### config.mk
export PLATFORM = sky130hd
export DESIGN_NAME = cs_ioport
export DESIGN_NICKNAME = d
export VERILOG_FILES = /design/src/rtl/cs_ioport_pkg.sv /design/src/rtl/cs_dir_reg.sv /design/src/rtl/cs_port_reg.sv /design/src/rtl/cs_in_sync.sv /design/src/rtl/cs_pin_merge.sv /design/src/rtl/cs_ioport.sv
export SDC_FILE = /design/constraint.sdc
export NUM_CORES = 1
export LEC_CHECK = 0
export ABC_AREA = 1
export CAP_MARGIN = 25
export CORE_MARGIN = 1.5
export CORE_UTILIZATION = 46
export DETAILED_ROUTE_END_ITERATION = 10
export PLACE_DENSITY = 0.84
export SYNTH_ARGS = -nofsm -noshare
export SYNTH_HDL_FRONTEND = slang
export SYNTH_HIERARCHICAL = 1
export SYNTH_SLANG_ARGS = --single-unit
### constraint.sdc
create_clock -name clk -period 2.1 [get_ports clk]
set_input_delay 0.315 -clock clk [delete_from_list [all_inputs] [get_ports clk]]
set_output_delay 0.315 -clock clk [all_outputs]
set_load 0.03 [all_outputs]
### src/rtl/cs_ioport_pkg.sv
// Package: shared encodings for the chip-select port.
// Assumes: one direction bit per pin, 1 = input.
package cs_ioport_pkg;
    localparam logic DIR_IN  = 1'b1;
    localparam logic DIR_OUT = 1'b0;
    localparam logic PIN_IDLE = 1'b1;   // deselected / undriven level
endpackage

### src/rtl/cs_dir_reg.sv
// Direction register: one bit per pin, 1 = input.
// Assumes: bits at USED_PINS and above are forced to input on every write.
module cs_dir_reg #(
    parameter int NPINS     = 8,
    parameter int USED_PINS = 8
) (
    input  logic             clk,
    input  logic             rst_n,
    input  logic             wr_en,
    input  logic [NPINS-1:0] wdata,
    output logic [NPINS-1:0] dir_q
);
    import cs_ioport_pkg::*;

    localparam logic [NPINS-1:0] FIXED_IN = ~({NPINS{1'b1}} >> (NPINS - USED_PINS));

    // Load the direction bits; unusable pins stay inputs.
    always_ff @(posedge clk) begin
        if (!rst_n)
            dir_q <= {NPINS{DIR_IN}};
        else if (wr_en)
            dir_q <= wdata | FIXED_IN;
    end

    // unusable pins never become outputs
    a_r8_fixed_inputs: assert property (@(posedge clk) disable iff (!rst_n)
        wr_en |=> ((dir_q & FIXED_IN) == FIXED_IN));
endmodule

### src/rtl/cs_port_reg.sv
// Port register: the software chip-select levels.
// Assumes: a write touches only bits whose pin is an output at write time.
module cs_port_reg #(
    parameter int NPINS = 8
) (
    input  logic             clk,
    input  logic             rst_n,
    input  logic             wr_en,
    input  logic [NPINS-1:0] wdata,
    input  logic [NPINS-1:0] dir_q,
    output logic [NPINS-1:0] port_q
);
    import cs_ioport_pkg::*;

    for (genvar i = 0; i < NPINS; i++) begin : g_bit
        // Update one bit on a write when its pin drives.
        always_ff @(posedge clk) begin
            if (!rst_n)
                port_q[i] <= PIN_IDLE;
            else if (wr_en && dir_q[i] == DIR_OUT)
                port_q[i] <= wdata[i];
        end

        // writes leave input-pin bits untouched
        a_r3_input_bit_kept: assert property (@(posedge clk) disable iff (!rst_n)
            (wr_en && dir_q[i] == DIR_IN) |=> $stable(port_q[i]));
    end
endmodule

### src/rtl/cs_in_sync.sv
// Two-flop synchroniser for the pad inputs.
// Assumes: pads are asynchronous to clk; reset level is the idle level.
module cs_in_sync #(
    parameter int NPINS = 8
) (
    input  logic             clk,
    input  logic             rst_n,
    input  logic [NPINS-1:0] pin_in,
    output logic [NPINS-1:0] sync_q
);
    logic [NPINS-1:0] meta_q;

    // Shift the pad levels through two stages.
    always_ff @(posedge clk) begin
        if (!rst_n) begin
            meta_q <= '1;
            sync_q <= '1;
        end else begin
            meta_q <= pin_in;
            sync_q <= meta_q;
        end
    end
endmodule

### src/rtl/cs_pin_merge.sv
// Pin merge: combines software bits with hardware requests, builds enables and readback.
// Assumes: hw_req_n is active low and already in the clk domain.
module cs_pin_merge #(
    parameter int NPINS = 8
) (
    input  logic             clk,
    input  logic             rst_n,
    input  logic [NPINS-1:0] dir_q,
    input  logic [NPINS-1:0] port_q,
    input  logic [NPINS-1:0] hw_req_n,
    input  logic [NPINS-1:0] sync_q,
    output logic [NPINS-1:0] pin_out,
    output logic [NPINS-1:0] pin_oe,
    output logic [NPINS-1:0] rd_data
);
    import cs_ioport_pkg::*;

    for (genvar i = 0; i < NPINS; i++) begin : g_pin
        // Drive level, enable and readback for one pin.
        always_comb begin
            pin_oe[i]  = (dir_q[i] == DIR_OUT);
            pin_out[i] = pin_oe[i] ? (port_q[i] & hw_req_n[i]) : PIN_IDLE;
            rd_data[i] = (dir_q[i] == DIR_IN) ? sync_q[i] : 1'b1;
        end

        // a software low always wins
        a_r5_sw_low_wins: assert property (@(posedge clk) disable iff (!rst_n)
            (pin_oe[i] && !port_q[i]) |-> !pin_out[i]);
        // a request pulls a driven pin low
        a_r6_req_pulls_low: assert property (@(posedge clk) disable iff (!rst_n)
            (pin_oe[i] && !hw_req_n[i]) |-> !pin_out[i]);
        // output pins read back as 1
        a_r4_out_reads_one: assert property (@(posedge clk) disable iff (!rst_n)
            pin_oe[i] |-> rd_data[i]);
        // undriven pins sit at the idle level
        a_r7_idle_when_input: assert property (@(posedge clk) disable iff (!rst_n)
            !pin_oe[i] |-> pin_out[i]);
    end
endmodule

### src/rtl/cs_ioport.sv
// Top: direction-configurable chip-select port.
// Assumes: one write strobe per register; wdata is shared by both registers.
module cs_ioport #(
    parameter int NPINS     = 8,
    parameter int USED_PINS = 8
) (
    input  logic             clk,
    input  logic             rst_n,
    input  logic             dir_wr,
    input  logic             port_wr,
    input  logic [NPINS-1:0] wdata,
    output logic [NPINS-1:0] rd_data,
    input  logic [NPINS-1:0] hw_req_n,
    input  logic [NPINS-1:0] pin_in,
    output logic [NPINS-1:0] pin_out,
    output logic [NPINS-1:0] pin_oe
);
    localparam logic [NPINS-1:0] USED_MASK = {NPINS{1'b1}} >> (NPINS - USED_PINS);

    logic [NPINS-1:0] dir_q;
    logic [NPINS-1:0] port_q;
    logic [NPINS-1:0] sync_q;

    cs_dir_reg #(.NPINS(NPINS), .USED_PINS(USED_PINS)) u_dir (
        .clk(clk), .rst_n(rst_n), .wr_en(dir_wr), .wdata(wdata), .dir_q(dir_q));

    cs_port_reg #(.NPINS(NPINS)) u_port (
        .clk(clk), .rst_n(rst_n), .wr_en(port_wr), .wdata(wdata),
        .dir_q(dir_q), .port_q(port_q));

    cs_in_sync #(.NPINS(NPINS)) u_sync (
        .clk(clk), .rst_n(rst_n), .pin_in(pin_in), .sync_q(sync_q));

    cs_pin_merge #(.NPINS(NPINS)) u_merge (
        .clk(clk), .rst_n(rst_n), .dir_q(dir_q), .port_q(port_q),
        .hw_req_n(hw_req_n), .sync_q(sync_q),
        .pin_out(pin_out), .pin_oe(pin_oe), .rd_data(rd_data));

    // the enables follow the written direction one clock later
    a_r2_oe_follows_dir: assert property (@(posedge clk) disable iff (!rst_n)
        dir_wr |=> (pin_oe == (~$past(wdata) & USED_MASK)));
endmodule

==> metrics.json, run 1 <==
{
  "core_area_um2": 2730,
  "wire_per_inst_um": 9.78,
  "place.port_buffers": 51,
  "tritoncts": "built",
  "worst_hold_path_type": "flip-flop to flip-flop",
  "starting_density_of_the_core": 0.485,
  "wire_length_of_the_first_global_routing_pass_um": 4400,
  "synth_warnings": 6,
  "dominantRegCellSynth": "dfxtp_1",
  "worst_path_largest_cell_delay_ns": 0.66,
  "mappedNetlistNets": 204,
  "syn-instance-count": 176,
  "mappedNetlistArea_um2": 1330,
  "cts-root-buf": "clkbuf_4",
  "yosysMostFrequentCell": "nand2_1",
  "clock_power_share": 0.294,
  "timing.final.max_slew_violations": 0,
  "dieArea_um2": 3210,
  "wl_um": 2550,
  "timing.max_cap.violations": 0,
  "critPathSlowestCell": "clkdlybuf4s50_1",
  "deepest_clock_path_buffer_count": 2,
  "result_of_the_run": "complete, no violations",
  "max_freq_mhz": 535,
  "area_delta_synth_final_pct": 41.8,
  "path_cells": "clkdlybuf4s50_1, nand2_1, nand2_2, clkdlybuf4s50_1",
  "rsz0062_at_grt": "false",
  "switchingPower_uw": 345,
  "cts.repair_timing.setup_buffer_count": 0,
  "synth_seq_cells": 32,
  "grt_antenna_before_repair": 0,
  "post_route_cells_drive_above_1_share": 0.161,
  "crit-reg2reg-launch": "u_dir/dir_q[3]",
  "viasPerCell": 4.45,
  "final.period_utilization": 0.889,
  "worst_hold_path.num_cells": 2,
  "req_time_crit_path_ns": 1.78,
  "clock-sinks": 32,
  "layout.area.seq_um2": 641,
  "hold_start": "u_sync/meta_q[7]",
  "critical_path.max_fanout": 1,
  "fin_skew_ns": 0.00717,
  "cellPowerDensity_nw_per_um2": 689,
  "final_worst_setup_slack_ns": 0.232,
  "cts.clk_slew.worst_paths_ns": 0.08,
  "hold_viol_final": 0,
  "tightestPinTransition_ns": 0.344,
  "placement.cell_area_um2": 1810,
  "synth-edff-count": 0,
  "filler_cell_count": 233,
  "cts.hold.buffers_added": 0,
  "ff2ff_path_depth": 3,
  "die_y_um": 56.7,
  "min_period_ns": 1.87,
  "ioPinCount": 52,
  "critPathArrivalTime_ns": 1.55,
  "final_design_area_no_fill_um2": 1880,
  "route.vias.total": 1162,
  "rr_endpoint": "u_port/port_q[3]",
  "vdd_drop_max_v": 0.000548,
  "clock_tree.htree_level_count": 2,
  "slew_headroom": 0.771,
  "timing.critical_path.mode_cell": "clkdlybuf4s50_1",
  "critPathCaptureType": "output pin",
  "drc": 0,
  "gates_resized_cts_repair": 0,
  "die_x_um": 56.7,
  "setup_crit_path_kind": "input pin to output pin",
  "tns_ns": 0,
  "grt_util_all_layers": 0.181,
  "sw_frac_of_total": 0.267,
  "detail_route.iter0.violations": 25,
  "grt_pass1_vias": 1050,
  "yosysSeqAreaShare": 0.483,
  "yosys-top-cells-count": "nand2_1, dfxtp_1, inv_1",
  "leakagePower_nw": 1.03,
  "fin_total_pwr_mw": 1.30,
  "startpoint_class_of_the_critical_path": "input pin",
  "hold-worst-slack_ns": 0.406,
  "postSynthAreaPerCell_um2": 7.53,
  "synth-async-reset-ratio": 0,
  "row_count": 19,
  "setup_viol": 0,
  "synthDominantAreaCellType": "dfxtp_1",
  "gr-total-overflow": 0,
  "clk_latency_ns": 0.32,
  "pwr-share-seq": 0.511,
  "firstDrtPassIters": 4,
  "ff2ff_setup_slack_ns": 1.35,
  "nets": 258,
  "detail-route-antenna-nets": 0,
  "combinationalPowerShare": 0.195,
  "dp_hpwl_um": 1880,
  "largest_net_degree_at_the_start_of_global_routing": 33,
  "globalplace.congestion": 0.758,
  "synthDistinctLibCells": 11,
  "ys_top_cells_by_area": "dfxtp_1, nand2_1, inv_1",
  "dp_worst_setup_slack_ns": 0.225,
  "worst_hold_path.endpoint": "u_sync/sync_q[7]",
  "tritoncts.num_buffers": 5,
  "power_report.internal_total_uw": 950,
  "area_occupied_by_multi_input_gates_um2": 448,
  "n_antenna_cell": 0,
  "post-synth-top-area-fraction": 0.483
}
[cell usage in the layout, fill, tap and decap left out]
cell             netlist  layout
clkdlybuf4s50_1        0      51
clkbuf_4               0       5
inv_2                  9       9
dfxtp_1               32      32
nand3_1               19      19
nand2_1               59      59
buf_4                  0       3
clkbuf_8               0       2
inv_1                 32      32
nand2_2               13      13
nand3_2                5       5
[routing by layer]
layer	track usage	routed length, um
met1	0.194	1080
met2	0.301	1260
met3	0.0645	162
met4	0.112	56
met5	0	0
[how the worst max path moves through the flow]
stage                     slack [ns]      startpoint         end  depth (start not counted)
after global placement          0.26     hw_req_n[2]  pin_out[2]                          4
after global routing            0.19  u_dir/dir_q[3]  pin_out[3]                          3
after CTS                       0.23     hw_req_n[5]  pin_out[5]                          4
final                           0.23     hw_req_n[5]  pin_out[5]                          4
after floorplan                 1.16  u_dir/dir_q[0]  pin_out[0]                          2
after detailed placement        0.22     hw_req_n[5]  pin_out[5]                          4
[power groups by stage]
stage	combinational [mW]	sequential, mW	clock [mW]
6_report	0.253	0.661	0.381
5_1_grt	0.276	0.666	0.421
4_1_cts	0.255	0.662	0.394
3_5_place_dp	0.254	0.676	0
3_3_place_gp	0.249	0.675	0
2_1_floorplan	0.151	0.670	0
[cells by family (layout without fill, tap and decap cells)]
logic type / Yosys count / in the layout / synth area share
AND/OR/NAND/NOR: 96 / 96 / 0.338
buffers and inverters: 48 / 102 / 0.178
flip-flops: 32 / 32 / 0.483
[flip-flops by register name, indices dropped and copies added, names as in the netlist]
register	flops
u_dir/dir_q	8
u_port/port_q	8
u_sync/meta_q	8
u_sync/sync_q	8
[final cells by class]
class                      instances  area share
clock buffer                       7      0.0346
inverter                          41      0.0819
multi-input combinational         96       0.238
sequential                        32       0.341
tap                               31      0.0206
timing repair buffer              54       0.284
[per-stage QoR]
step | std cells | util
CTS | 261 | 0.687
global route | 261 | 0.687
detailed placement | 254 | 0.664
global placement | 254 | 0.664
finish | 261 | 0.687
floorplan | 176 | -
[worst max-delay path: cells and delay by family]
kind          cells  cell delay (ns)
buf+inv           2             1.11
simple gates      2             0.13
Power figures use the tool's default switching activity.
==> inputs of run 2 (changes only) <==
Settings changed: MAX_ROUTING_LAYER set to met4, PLACE_DENSITY 0.84 to 0.82.
==> metrics.json, run 2 (same netlist as run 1, synthesis figures left out) <==
{
  "area_delta_synth_final_pct": 40.8,
  "fin_total_pwr": {"value": 1.26, "unit": "mW", "change": "-3.1%"},
  "place.port_buffers": {"value": 51, "change": "unchanged"},
  "ioPinCount": {"value": 52, "change": "unchanged"},
  "req_time_crit_path": {"value": 1.78, "unit": "ns", "change": "about the same"},
  "cts.repair_timing.setup_buffer_count": {"value": 0, "change": "unchanged"},
  "tns": {"value": 0, "unit": "ns", "change": "unchanged"},
  "hold-worst-slack": {"value": 0.404, "unit": "ns", "change": "-0.00178 ns"},
  "rsz0062_at_grt": "false",
  "worst_hold_path.endpoint": "u_sync/sync_q[4]",
  "detail-route-antenna-nets": {"value": 0, "change": "unchanged"},
  "deepest_clock_path_buffer_count": {"value": 2, "change": "unchanged"},
  "cts.hold.buffers_added": {"value": 0, "change": "unchanged"},
  "power_report.internal_total": {"value": 924, "unit": "uW", "change": "-2.7%"},
  "die_y": {"value": 56.7, "unit": "um", "change": "unchanged"},
  "starting_density_of_the_core": {"value": 0.485, "change": "unchanged"},
  "grt_antenna_before_repair": {"value": 0, "change": "unchanged"},
  "dp_hpwl": {"value": 1730, "unit": "um", "change": "-7.8%"},
  "vdd_drop_max": {"value": 0.000609, "unit": "V", "change": "+11%"},
  "dieArea": {"value": 3210, "unit": "um^2", "change": "unchanged"},
  "tritoncts": "built",
  "dp.cells": {"value": 253, "change": "-0.39%"},
  "critical_path.max_fanout": {"value": 1, "change": "unchanged"},
  "cellPowerDensity": {"value": 673, "unit": "nW/um^2", "change": "-2.3%"},
  "final.period_utilization": {"value": 0.882, "change": "-0.00772"},
  "stdcell_count": {"value": 261, "change": "unchanged"},
  "wl": {"value": 2340, "unit": "um", "change": "-8.4%"},
  "row_count": {"value": 19, "change": "unchanged"},
  "result_of_the_run": "complete, no violations",
  "tritoncts.num_buffers": {"value": 5, "change": "unchanged"},
  "ff2ff_setup_slack": {"value": 1.36, "unit": "ns", "change": "about the same"},
  "cts-root-buf": "clkbuf_4",
  "gr-total-overflow": {"value": 0, "change": "unchanged"},
  "crit-reg2reg-launch": "u_dir/dir_q[3]",
  "route.vias.total": {"value": 1148, "change": "-1.2%"},
  "detail_route.iter0.violations": {"value": 25, "change": "unchanged"},
  "cts.clk_slew.worst_paths": {"value": 0.09, "unit": "ns", "change": "about the same"},
  "worst_hold_path.num_cells": {"value": 2, "change": "unchanged"},
  "die_x": {"value": 56.7, "unit": "um", "change": "unchanged"},
  "timing.max_cap.violations": {"value": 0, "change": "unchanged"},
  "hold_viol_final": {"value": 0, "change": "unchanged"},
  "critPathArrivalTime": {"value": 1.54, "unit": "ns", "change": "about the same"},
  "viasPerCell": {"value": 4.40, "change": "-1.2%"},
  "clock-sinks": {"value": 32, "change": "unchanged"},
  "firstDrtPassIters": {"value": 4, "change": "unchanged"},
  "wire_per_inst": {"value": 8.96, "unit": "um", "change": "-8.4%"},
  "gates_resized_cts_repair": {"value": 0, "change": "unchanged"},
  "final_util": {"value": 0.682, "change": "-0.00503"},
  "sw_frac_of_total": {"value": 0.264, "change": "-0.00269"},
  "ff2ff_path_depth": {"value": 3, "change": "unchanged"},
  "combinationalPowerShare": {"value": 0.199, "change": "+0.004"},
  "clock_power_share": {"value": 0.275, "change": "-0.019"},
  "pwr-share-seq": {"value": 0.526, "change": "+0.015"},
  "grt_util_all_layers": {"value": 0.168, "change": "-0.0130"},
  "layout_common_cells": "nand2_1, clkdlybuf4s50_1, dfxtp_1, inv_1, nand3_1",
  "globalplace.congestion": {"value": 0.753, "change": "-0.71%"},
  "worst_hold_path_type": "flip-flop to flip-flop",
  "hold_start": "u_sync/meta_q[4]",
  "critPathCaptureType": "output pin",
  "rr_endpoint": "u_port/port_q[3]",
  "drc": {"value": 0, "change": "unchanged"},
  "wire_length_of_the_first_global_routing_pass": {"value": 4100, "unit": "um", "change": "-6.8%"},
  "core_area": {"value": 2730, "unit": "um^2", "change": "unchanged"},
  "grt_pass1_vias": {"value": 1011, "change": "-3.7%"},
  "min_period": {"value": 1.85, "unit": "ns", "change": "-0.0162 ns"},
  "setup_crit_path_kind": "input pin to output pin",
  "clk_latency": {"value": 0.31, "unit": "ns", "change": "about the same"},
  "timing.final.max_slew_violations": {"value": 0, "change": "unchanged"},
  "fin_skew": {"value": 0.00812, "unit": "ns", "change": "+0.000957 ns"},
  "slew_headroom": {"value": 0.757, "change": "-0.0137"},
  "tightestPinTransition": {"value": 0.363, "unit": "ns", "change": "+0.0193 ns"},
  "layout.cells.most_common": "nand2_1",
  "clock_tree.htree_level_count": {"value": 2, "change": "unchanged"},
  "max_freq": {"value": 540, "unit": "MHz", "change": "+0.88%"},
  "leakagePower": {"value": 1.02, "unit": "nW", "change": "-0.94%"},
  "n_antenna_cell": {"value": 0, "change": "unchanged"},
  "post_route_cells_drive_above_1_share": {"value": 0.152, "change": "-0.00870"},
  "switchingPower": {"value": 331, "unit": "uW", "change": "-4.0%"},
  "startpoint_class_of_the_critical_path": "input pin",
  "setup_viol": {"value": 0, "change": "unchanged"},
  "nets": {"value": 257, "change": "-0.39%"},
  "largest_net_degree_at_the_start_of_global_routing": {"value": 33, "change": "unchanged"}
}
## run 2: cell types whose count changed in the layout (fill, tap and decap cells not counted), sizes merged
| cell | change |
|---|---|
| clkbuf | +1 |
| buf | -1 |
## run 2: worst max-delay path, cell delays in order
cell and delay (ns):
clkdlybuf4s50_1 0.46, nand2_1 0.06, nand2_2 0.05, clkdlybuf4s50_1 0.66
## run 2: layout make-up
class,count,area (um^2)
clock buffer,8,58.8
fill,231,868
inverter,41,154
multi-input combinational,96,448
sequential,32,641
tap,31,38.8
timing repair buffer,53,526
## run 2: per-layer routing
metal | wire length (um) | track usage
met2 | 1070 | 0.256
met1 | 1080 | 0.208
met3 | 149 | 0.0484
met5 | 0 | -
met4 | 34 | 0.0714
## run 2: power groups by stage
stage,registers [mW],clock network (mW),logic [mW]
after floorplan,0.670,0,0.151
after detailed placement,0.675,0,0.251
final,0.661,0.345,0.250
after CTS,0.661,0.363,0.252
after global placement,0.675,0,0.247
after global routing,0.666,0.384,0.275
## run 2: worst max-delay path by stage
| stage | depth (start not counted) | slack (ns) | to | start |
|---|---|---|---|---|
| after floorplan | 2 | 1.16 | pin_out[0] | u_dir/dir_q[0] |
| after global routing | 4 | 0.20 | pin_out[2] | hw_req_n[2] |
| final | 4 | 0.25 | pin_out[2] | hw_req_n[2] |
| after detailed placement | 4 | 0.25 | pin_out[0] | hw_req_n[0] |
| after CTS | 4 | 0.25 | pin_out[2] | hw_req_n[2] |
| after global placement | 4 | 0.26 | pin_out[1] | hw_req_n[1] |
## run 2: per-stage QoR
stage | area [um^2] | worst slack (ns)
after floorplan | 1330 | 1.16
after global placement | 1810 | 0.256
after detailed placement | 1810 | 0.249
after CTS | 1870 | 0.246
after global routing | 1870 | 0.202
final | 1870 | 0.248
==> inputs of run 3 (changes only) <==
Settings changed: CORE_UTILIZATION 46 to 65, DONT_BUFFER_PORTS set to 1, PLACE_DENSITY 0.82 to 0.79.
==> metrics.json, run 3 (same netlist as run 1, synthesis figures left out) <==
{
  "result_of_the_run": "complete, no violations",
  "clock_tree.htree_level_count": {"value": 2, "change": "unchanged"},
  "tritoncts": "built",
  "die_y": {"value": 48.2, "unit": "um", "change": "-15%"},
  "setup_crit_path_kind": "flip-flop to output pin",
  "cts-root-buf": "clkbuf_4",
  "detail-route-antenna-nets": {"value": 0, "change": "unchanged"},
  "placement.cell_area": {"value": 1280, "unit": "um^2", "change": "-29%"},
  "gr-total-overflow": {"value": 0, "change": "unchanged"},
  "firstDrtPassIters": {"value": 4, "change": "unchanged"},
  "setup_viol": {"value": 0, "change": "unchanged"},
  "critPathArrivalTime": {"value": 1.02, "unit": "ns", "change": "-0.52 ns"},
  "post_route_cells_drive_above_1_share": {"value": 0.186, "change": "+0.0343"},
  "row_count": {"value": 16, "change": "-3"},
  "cts.repair_timing.setup_buffer_count": {"value": 0, "change": "unchanged"},
  "gates_resized_cts_repair": {"value": 0, "change": "unchanged"},
  "layout.cells.most_common": "nand2_1",
  "tritoncts.num_buffers": {"value": 5, "change": "unchanged"},
  "fin_skew": {"value": 0.0131, "unit": "ns", "change": "+0.00499 ns"},
  "rsz0062_at_grt": "false",
  "core_area": {"value": 1940, "unit": "um^2", "change": "-29%"},
  "area_delta_synth_final_pct": 0.755,
  "drc": {"value": 0, "change": "unchanged"},
  "tns": {"value": 0, "unit": "ns", "change": "unchanged"},
  "wire_per_inst": {"value": 10.5, "unit": "um", "change": "+17%"},
  "tightestPinTransition": {"value": 0.306, "unit": "ns", "change": "-0.0567 ns"},
  "final.period_utilization": {"value": 0.636, "change": "-0.246"},
  "critPathSlowestCell": "dfxtp_1",
  "cellPowerDensity": {"value": 854, "unit": "nW/um^2", "change": "+27%"},
  "path_cells": "inv_2, nand2_2",
  "top_cell_family_by_delay_on_the_critical_path": "flip-flops",
  "starting_density_of_the_core": {"value": 0.682, "change": "+0.198"},
  "place.port_buffers": {"value": 0, "change": "-100%"},
  "dp_hpwl": {"value": 1530, "unit": "um", "change": "-12%"},
  "n_antenna_cell": {"value": 0, "change": "unchanged"},
  "nets": {"value": 204, "change": "-21%"},
  "wl": {"value": 2140, "unit": "um", "change": "-8.6%"},
  "cts.hold.buffers_added": {"value": 0, "change": "unchanged"},
  "viasPerCell": {"value": 4.73, "change": "+7.4%"},
  "max_freq": {"value": 749, "unit": "MHz", "change": "+39%"},
  "timing.final.max_slew_violations": {"value": 0, "change": "unchanged"},
  "req_time_crit_path": {"value": 1.78, "unit": "ns", "change": "about the same"},
  "die_x": {"value": 48.2, "unit": "um", "change": "-15%"},
  "layout_common_cells": "nand2_1, dfxtp_1, inv_1, nand3_1, nand2_2",
  "worst_path_largest_cell_delay": {"value": 0.41, "unit": "ns", "change": "-0.25 ns"},
  "ioPinCount": {"value": 52, "change": "unchanged"},
  "vdd_drop_max": {"value": 0.000564, "unit": "V", "change": "-7.5%"},
  "deepest_clock_path_buffer_count": {"value": 2, "change": "unchanged"},
  "cts.clk_slew.worst_paths": {"value": 0.09, "unit": "ns", "change": "about the same"},
  "critPathCaptureType": "output pin",
  "hold-worst-slack": {"value": 0.0700, "unit": "ns", "change": "-0.334 ns"},
  "slew_headroom": {"value": 0.795, "change": "+0.0381"},
  "wire_length_of_the_first_global_routing_pass": {"value": 3010, "unit": "um", "change": "-27%"},
  "dieArea": {"value": 2320, "unit": "um^2", "change": "-28%"},
  "route.vias.total": {"value": 964, "change": "-16%"},
  "critPathBufInv": {"value": 1, "change": "-1"},
  "timing.max_cap.violations": {"value": 0, "change": "unchanged"},
  "startpoint_class_of_the_critical_path": "flip-flop",
  "largest_net_degree_at_the_start_of_global_routing": {"value": 33, "change": "unchanged"},
  "critical_path.max_fanout": {"value": 4, "change": "+3"},
  "clk_latency": {"value": 0.31, "unit": "ns", "change": "about the same"},
  "final_design_area_no_fill": {"value": 1340, "unit": "um^2", "change": "-28%"},
  "grt_util_all_layers": {"value": 0.200, "change": "+0.0322"},
  "grt_pass1_vias": {"value": 720, "change": "-29%"},
  "detail_route.iter0.violations": {"value": 14, "change": "-44%"},
  "hold_viol_final": {"value": 0, "change": "unchanged"},
  "grt_antenna_before_repair": {"value": 0, "change": "unchanged"},
  "clock-sinks": {"value": 32, "change": "unchanged"},
  "globalplace.congestion": {"value": 0.656, "change": "-13%"},
  "min_period": {"value": 1.34, "unit": "ns", "change": "-0.516 ns"},
  "leakagePower": {"value": 0.805, "unit": "nW", "change": "-21%"},
  "worst_hold_path_type": "input pin to flip-flop"
}
-- run 3: changes by cell type in the layout (fill, tap and decap cells not counted), sizes merged --
cell / delta
buf: -2
clkdlybuf4s50: -51
-- run 3: worst paths after layout --
kind | slack [ns] | depth (start not counted) | startpoint | to
min | 0.07 | 1 | rst_n | u_sync/sync_q[6]
max reg2reg | 1.37 | 3 | u_dir/dir_q[5] | u_port/port_q[5]
max | 0.76 | 2 | u_dir/dir_q[6] | pin_out[6]
min reg2reg | 0.40 | 2 | u_sync/meta_q[5] | u_sync/sync_q[5]
-- run 3: where the power goes --
group / leakage (nW) / internal [mW] / switching, mW / total (mW)
Sequential: 0.265 / 0.641 / 0.0199 / 0.661
Combinational: 0.507 / 0.0336 / 0.101 / 0.134
Clock: 0.0326 / 0.165 / 0.180 / 0.345
Total: 0.805 / 0.839 / 0.301 / 1.14
-- run 3: cell type report --
class	count	area (um^2)
Sequential cell	32	641
Fill cell	183	607
Multi-Input combinational cell	96	448
Inverter	41	154
Clock buffer	8	58.8
Tap cell	27	33.8
-- run 3: routing by layer --
layer,vias up,part of all wire,GRT usage
met5,-,0,-
met4,0,0.0047,0.114
met3,2,0.062,0.0741
met2,33,0.50,0.311
met1,419,0.44,0.219
li1,510,-,-
-- run 3: per-stage QoR --
step	cells	utilization	setup WS, ns	power [mW]
2_1_floorplan	176	-	1.16	0.821
3_3_place_gp	196	0.657	1.13	0.803
3_5_place_dp	196	0.657	1.11	0.809
4_1_cts	204	0.688	0.755	1.16
5_1_grt	204	0.688	0.687	1.21
6_report	204	0.688	0.764	1.14
